===== config.mk =====
export PLATFORM = sky130hd
export DESIGN_NAME = pmcr_top
export DESIGN_NICKNAME = d
export VERILOG_FILES = /design/src/rtl/pmcr_pkg.sv /design/src/rtl/pmcr_ctrl.sv /design/src/rtl/pmcr_dp.sv /design/src/rtl/pmcr_top.sv
export SDC_FILE = /design/constraint.sdc
export NUM_CORES = 1
export LEC_CHECK = 0
export BUFFER_PORTS_ARGS = -buffer_cell sky130_fd_sc_hd__buf_2
export CORE_UTILIZATION = 25
export DETAILED_ROUTE_END_ITERATION = 6
export HOLD_SLACK_MARGIN = 0.03
export PLACE_DENSITY = 0.65
export SETUP_SLACK_MARGIN = 0.02
export SLEW_MARGIN = 15
export SYNTH_ARGS = -nofsm -noshare
export SYNTH_HDL_FRONTEND = slang
export SYNTH_SLANG_ARGS = --single-unit

===== constraint.sdc =====
create_clock -name clk -period 1.05 [get_ports clk]
set_clock_uncertainty 0.2 [all_clocks]
set_input_delay 0 -clock clk [delete_from_list [all_inputs] [get_ports clk]]
set_output_delay 0 -clock clk [all_outputs]
set_load 0.03 [all_outputs]

===== src/rtl/pmcr_pkg.sv =====
package pmcr_pkg;
  localparam logic [1:0] PS_D0 = 2'b00;
  localparam logic [1:0] PS_D3 = 2'b11;
  localparam int WAKE_STS_BIT = 15;
  localparam int WAKE_EN_BIT  = 8;

  typedef struct packed {
    logic       clrWake;
    logic       ldWakeEn;
    logic       wakeEnVal;
    logic       ldPwr;
    logic [1:0] pwrVal;
  } pmStrobe_t;
endpackage


===== src/rtl/pmcr_ctrl.sv =====
module pmcr_ctrl
  import pmcr_pkg::*;
#(
  parameter int ADDR_W = 8,
  parameter int DATA_W = 16,
  parameter logic [ADDR_W-1:0] REG_OFFSET = 8'h54,
  localparam int BE_W = DATA_W / 8
) (
  input  logic              clk,
  input  logic              rstCoreN,
  input  logic [ADDR_W-1:0] cfgAddr,
  input  logic [BE_W-1:0]   cfgByteEn,
  input  logic              cfgWrEn,
  input  logic [DATA_W-1:0] cfgWrData,
  input  logic [1:0]        curPwr,
  output logic              regHit,
  output pmStrobe_t         strb,
  output logic              warmPulse
);
  logic wrHit;
  logic pwrLegal;

  assign regHit   = (cfgAddr == REG_OFFSET);
  assign wrHit    = cfgWrEn && regHit;
  assign pwrLegal = (cfgWrData[1:0] == PS_D0) || (cfgWrData[1:0] == PS_D3);

  always_comb begin
    strb           = '0;
    strb.ldPwr     = wrHit && cfgByteEn[0] && pwrLegal;
    strb.pwrVal    = cfgWrData[1:0];
    strb.ldWakeEn  = wrHit && cfgByteEn[1];
    strb.wakeEnVal = cfgWrData[WAKE_EN_BIT];
    strb.clrWake   = wrHit && cfgByteEn[1] && cfgWrData[WAKE_STS_BIT];
  end

  always_ff @(posedge clk or negedge rstCoreN) begin
    if (!rstCoreN) warmPulse <= 1'b0;
    else           warmPulse <= strb.ldPwr && (curPwr == PS_D3) && (strb.pwrVal == PS_D0);
  end

  // the pulse lasts one cycle
  p_warm_single_r8: assert property (@(posedge clk) disable iff (!rstCoreN)
    warmPulse |=> !warmPulse);
  // the pulse only follows a D3-to-D0 change
  p_warm_cause_r8: assert property (@(posedge clk) disable iff (!rstCoreN)
    warmPulse |-> ($past(curPwr) == PS_D3) && (curPwr == PS_D0));
endmodule


===== src/rtl/pmcr_dp.sv =====
module pmcr_dp
  import pmcr_pkg::*;
(
  input  logic       clk,
  input  logic       rstCoreN,
  input  logic       rstAuxN,
  input  pmStrobe_t  strb,
  input  logic       wakeEvent,
  output logic       wakeSts,
  output logic       wakeEn,
  output logic [1:0] pwrState
);
  // always-on domain
  always_ff @(posedge clk or negedge rstAuxN) begin
    if (!rstAuxN) begin
      wakeSts <= 1'b0;
      wakeEn  <= 1'b0;
    end else begin
      if (wakeEvent)         wakeSts <= 1'b1;
      else if (strb.clrWake) wakeSts <= 1'b0;
      if (strb.ldWakeEn)     wakeEn  <= strb.wakeEnVal;
    end
  end

  // core domain
  always_ff @(posedge clk or negedge rstCoreN) begin
    if (!rstCoreN)       pwrState <= PS_D0;
    else if (strb.ldPwr) pwrState <= strb.pwrVal;
  end

  // an event always sets the flag
  p_wake_set_r2: assert property (@(posedge clk) disable iff (!rstAuxN)
    wakeEvent |=> wakeSts);
  // a clear with no competing event empties the flag
  p_wake_clr_r3: assert property (@(posedge clk) disable iff (!rstAuxN)
    (strb.clrWake && !wakeEvent) |=> !wakeSts);
  // reserved codes never enter the state
  p_no_reserved_r5: assert property (@(posedge clk) disable iff (!rstCoreN)
    (pwrState == PS_D0) || (pwrState == PS_D3));
endmodule


===== src/rtl/pmcr_top.sv =====
module pmcr_top
  import pmcr_pkg::*;
#(
  parameter int ADDR_W = 8,
  parameter int DATA_W = 16,
  parameter logic [ADDR_W-1:0] REG_OFFSET = 8'h54,
  localparam int BE_W = DATA_W / 8
) (
  input  logic              clk,
  input  logic              rstCoreN,
  input  logic              rstAuxN,
  input  logic [ADDR_W-1:0] cfgAddr,
  input  logic [BE_W-1:0]   cfgByteEn,
  input  logic              cfgWrEn,
  input  logic [DATA_W-1:0] cfgWrData,
  output logic [DATA_W-1:0] cfgRdData,
  input  logic              wakeEvent,
  output logic              wakeReq,
  output logic              memAccessEn,
  output logic              intMask,
  output logic              warmResetPulse
);
  pmStrobe_t  strb;
  logic       regHit;
  logic       wakeSts;
  logic       wakeEn;
  logic [1:0] pwrState;

  pmcr_ctrl #(.ADDR_W(ADDR_W), .DATA_W(DATA_W), .REG_OFFSET(REG_OFFSET)) uCtrl (
    .clk(clk), .rstCoreN(rstCoreN), .cfgAddr(cfgAddr), .cfgByteEn(cfgByteEn),
    .cfgWrEn(cfgWrEn), .cfgWrData(cfgWrData), .curPwr(pwrState),
    .regHit(regHit), .strb(strb), .warmPulse(warmResetPulse)
  );

  pmcr_dp uDp (
    .clk(clk), .rstCoreN(rstCoreN), .rstAuxN(rstAuxN), .strb(strb),
    .wakeEvent(wakeEvent), .wakeSts(wakeSts), .wakeEn(wakeEn), .pwrState(pwrState)
  );

  always_comb begin
    cfgRdData = '0;
    if (regHit) begin
      cfgRdData[WAKE_STS_BIT] = wakeSts;
      cfgRdData[WAKE_EN_BIT]  = wakeEn;
      cfgRdData[1:0]          = pwrState;
    end
  end

  assign wakeReq     = wakeSts && wakeEn;
  assign memAccessEn = (pwrState != PS_D3);
  assign intMask     = (pwrState != PS_D0);

  // a write with the upper byte disabled keeps the wake enable
  p_be_keeps_wake_r11: assert property (@(posedge clk) disable iff (!rstAuxN)
    (cfgWrEn && !cfgByteEn[1]) |=> $stable(wakeEn));
  // a write with the lower byte disabled keeps the power state
  p_be_keeps_pwr_r11: assert property (@(posedge clk) disable iff (!rstCoreN)
    (cfgWrEn && !cfgByteEn[0]) |=> $stable(pwrState));
endmodule


==> out/qor.txt <==
Routability cong. - 0.655
Global-route wire length before repair - 1420 um
Synth Area in XOR/XNOR - 0%
Fillers - 141
Antenna cells - 0
Critical path's largest stage delay - 0.40 ns
Largest family of logic cells by synthesized area - simple AND/OR/NAND/NOR gates
Min Tclk post-route - 1.23 ns
Skew-Pair Late Insertion Delay - 0.24 ns
Outcome - finished with violations
Seq cells post-synth - 5
Mapped Area - 404 um^2
Ys Warns - 0
Commonest non-fill, non-tap cell in the layout - buf_2
Vias in the first global route - 380
Worst path top cell family by delay - flip-flops
CTS tree - yes
DIE WIDTH - 42.2 um
Core Region - 0.00151 mm^2
P_leak - 0.411 nW
GR Overflow Total - 0
Synth Instances - 40
Number of max-cap violations - 0
# nets final - 117
Post-route ant nets - 0
Die Height - 42.2 um
Placed cell count - 83
Routed via count - 431
Setup WS post-layout - -0.183 ns
Multi-input gate area - 262 um^2
Area fraction in compound gates after synthesis - 2.17%
Largest net degree at the start of global routing - 6
PD cells - 784 mW/mm^2
Clock slew at reported path FFs - 0.04 ns
Crit path DAT - 1.03 ns
Via density - 4.31
Most frequent cells in the layout - buf_2, conb_1, dlygate4sd3_1, buf_6, buf_4
Mux share of post-synthesis cell area - 8.36%
Syn Area/Cell - 10.1 um^2
Yosys cell types - 19
FF/Latch Area - 125 um^2
DRC Markers - 0
DRT Wirelength - 1080 um
Gr usage total - 11.2%
Max Freq - 811 MHz
Crit-path max FO - 4
Root buffer cell - clkbuf_4
Initial DRC count - 1
Hold_ws - -0.178 ns
Row cnt - 14
Max VDD drop - 0.424 mV
Final Hold Viols - 4
Drt wl/cell - 10.8 um
Post-synthesis sequential area ratio - 31.0%
Area grow syn2layout - 85.8%
Synth Area in Adders - 3.10%
Slew Limit Fails - 0
DR pass1 iterations - 4
Post-route insts no fill - 100
H-tree depth - 1
Crit path required time - 0.85 ns
Worst setup EP type - output port
Failing checks - negative hold slack, negative setup slack
Unrepaired setup endpoints after global routing - yes
Critical Path Source Type - flip-flop
Num CTS Buffers - 3
Fin crit share - 117%
Crit path buf inv count - 1
Starting density of the core - 26.8%
Worst min path class - input port to flip-flop
I/O pins - 51
PortBufs - 26
Pre-CTS setup slack - -0.282 ns
Core Util, Final - 49.8%
Critical path class - flip-flop to output port
CTS sink count - 5
Max Root-Sink Buffers - 2
Share of post-route cells with drive strength above 1 - 59.5%
Initial antenna violation count - 0
Die area - 0.00178 mm^2
Synth Area in Simple Gates - 30.3%
Crit path max-delay cell type - dfrtp_1
Setup Viol. Count Final - 11
Cell breakdown of the critical path - or2_4, buf_6
==> cell type report <==
class,count,area share [%]
Timing Repair Buffer,41,41.3
Multi-Input combinational cell,32,34.8
Sequential cell,5,16.7
Clock buffer,4,3.50
Tap cell,16,2.67
Inverter,2,1.00
==> synthesized netlist by cell type, drive strengths merged <==
library cell | instances | share of area [%]
mux2 | 3 | 8.4
and2 | 1 | 1.5
or2 | 1 | 1.5
dfrtp | 5 | 31
nand2 | 1 | 0.93
nand3 | 1 | 1.2
and3 | 4 | 7.4
nand4 | 2 | 4.6
o22a | 1 | 2.2
nor4b | 1 | 5.9
nand2b | 1 | 1.5
buf | 12 | 22
nor2 | 1 | 0.93
and4bb | 1 | 3.1
nor2b | 1 | 1.5
inv | 2 | 1.9
ha | 1 | 3.1
conb | 1 | 0.93
==> sequential cells by signal, indices dropped and copies added, names as in the netlist <==
signal	cells
uCtrl.warmPulse	1
uDp.pwrState	2
uDp.wakeEn	1
uDp.wakeSts	1
==> through the flow <==
step	area, um^2	hold slack (ns)	total power (W)	TNS [ns]
after floorplan	445	-0.496	0.000315	-0.215
after global placement	520	-0.414	0.000327	-1.31
after detailed placement	520	-0.412	0.000329	-1.52
after CTS	699	-0.188	0.000587	-0.773
after global routing	751	-0.169	0.000621	-1.31
final	751	-0.178	0.000589	-1.02
==> cell families after synthesis <==
family                   count (synthesis)
adder cells (fa/ha/maj)                  1
flip-flops                               5
AO/OA/AOI/OAI                            1
buffers and inverters                   14
AND/OR/NAND/NOR                         15
multiplexers                             3
other                                    1
==> worst paths after layout <==
kind / slack, ns / to / cells past startpoint / startpoint
worst max-delay path: -0.18 / intMask / 2 / uDp.pwrState[1]
worst min-delay path: -0.18 / uDp.pwrState[1] / 2 / cfgWrData[1]
worst max register to register: -0.17 / uDp.pwrState[0] / 3 / uDp.pwrState[0]
worst min register to register: 0.37 / uDp.wakeEn / 1 / uDp.wakeEn
max in group asynchronous: 0.08 / uDp.pwrState[0] / 3 / rstCoreN
min in group asynchronous: 0.41 / uDp.wakeSts / 3 / rstAuxN
==> routing by layer <==
metal	track usage [%]	part of all wire, %	vias to the layer above	routed length [um]
met1	9.89	32	202	348
met4	7.50	1.8	0	19
met5	0	0	-	0
met3	4.31	7.7	4	83
li1	-	-	201	-
met2	20.3	58	24	629
==> where the power goes <==
group	switching [W]	internal, W
Sequential	0.00000243	0.000196
Combinational	0.0000994	0.0000720
Clock	0.0000757	0.000143
Total	0.000178	0.000411
==> repair_timing <==
item	in CTS	in global routing
pin swaps	3	1
buffers inserted	3	2
endpoints found under the hold margin	10	5
gates cloned	0	0
resized for setup	19	5
hold buffers	7	1
endpoints found under the setup margin	10	11
(Power assumes the default switching activity.)
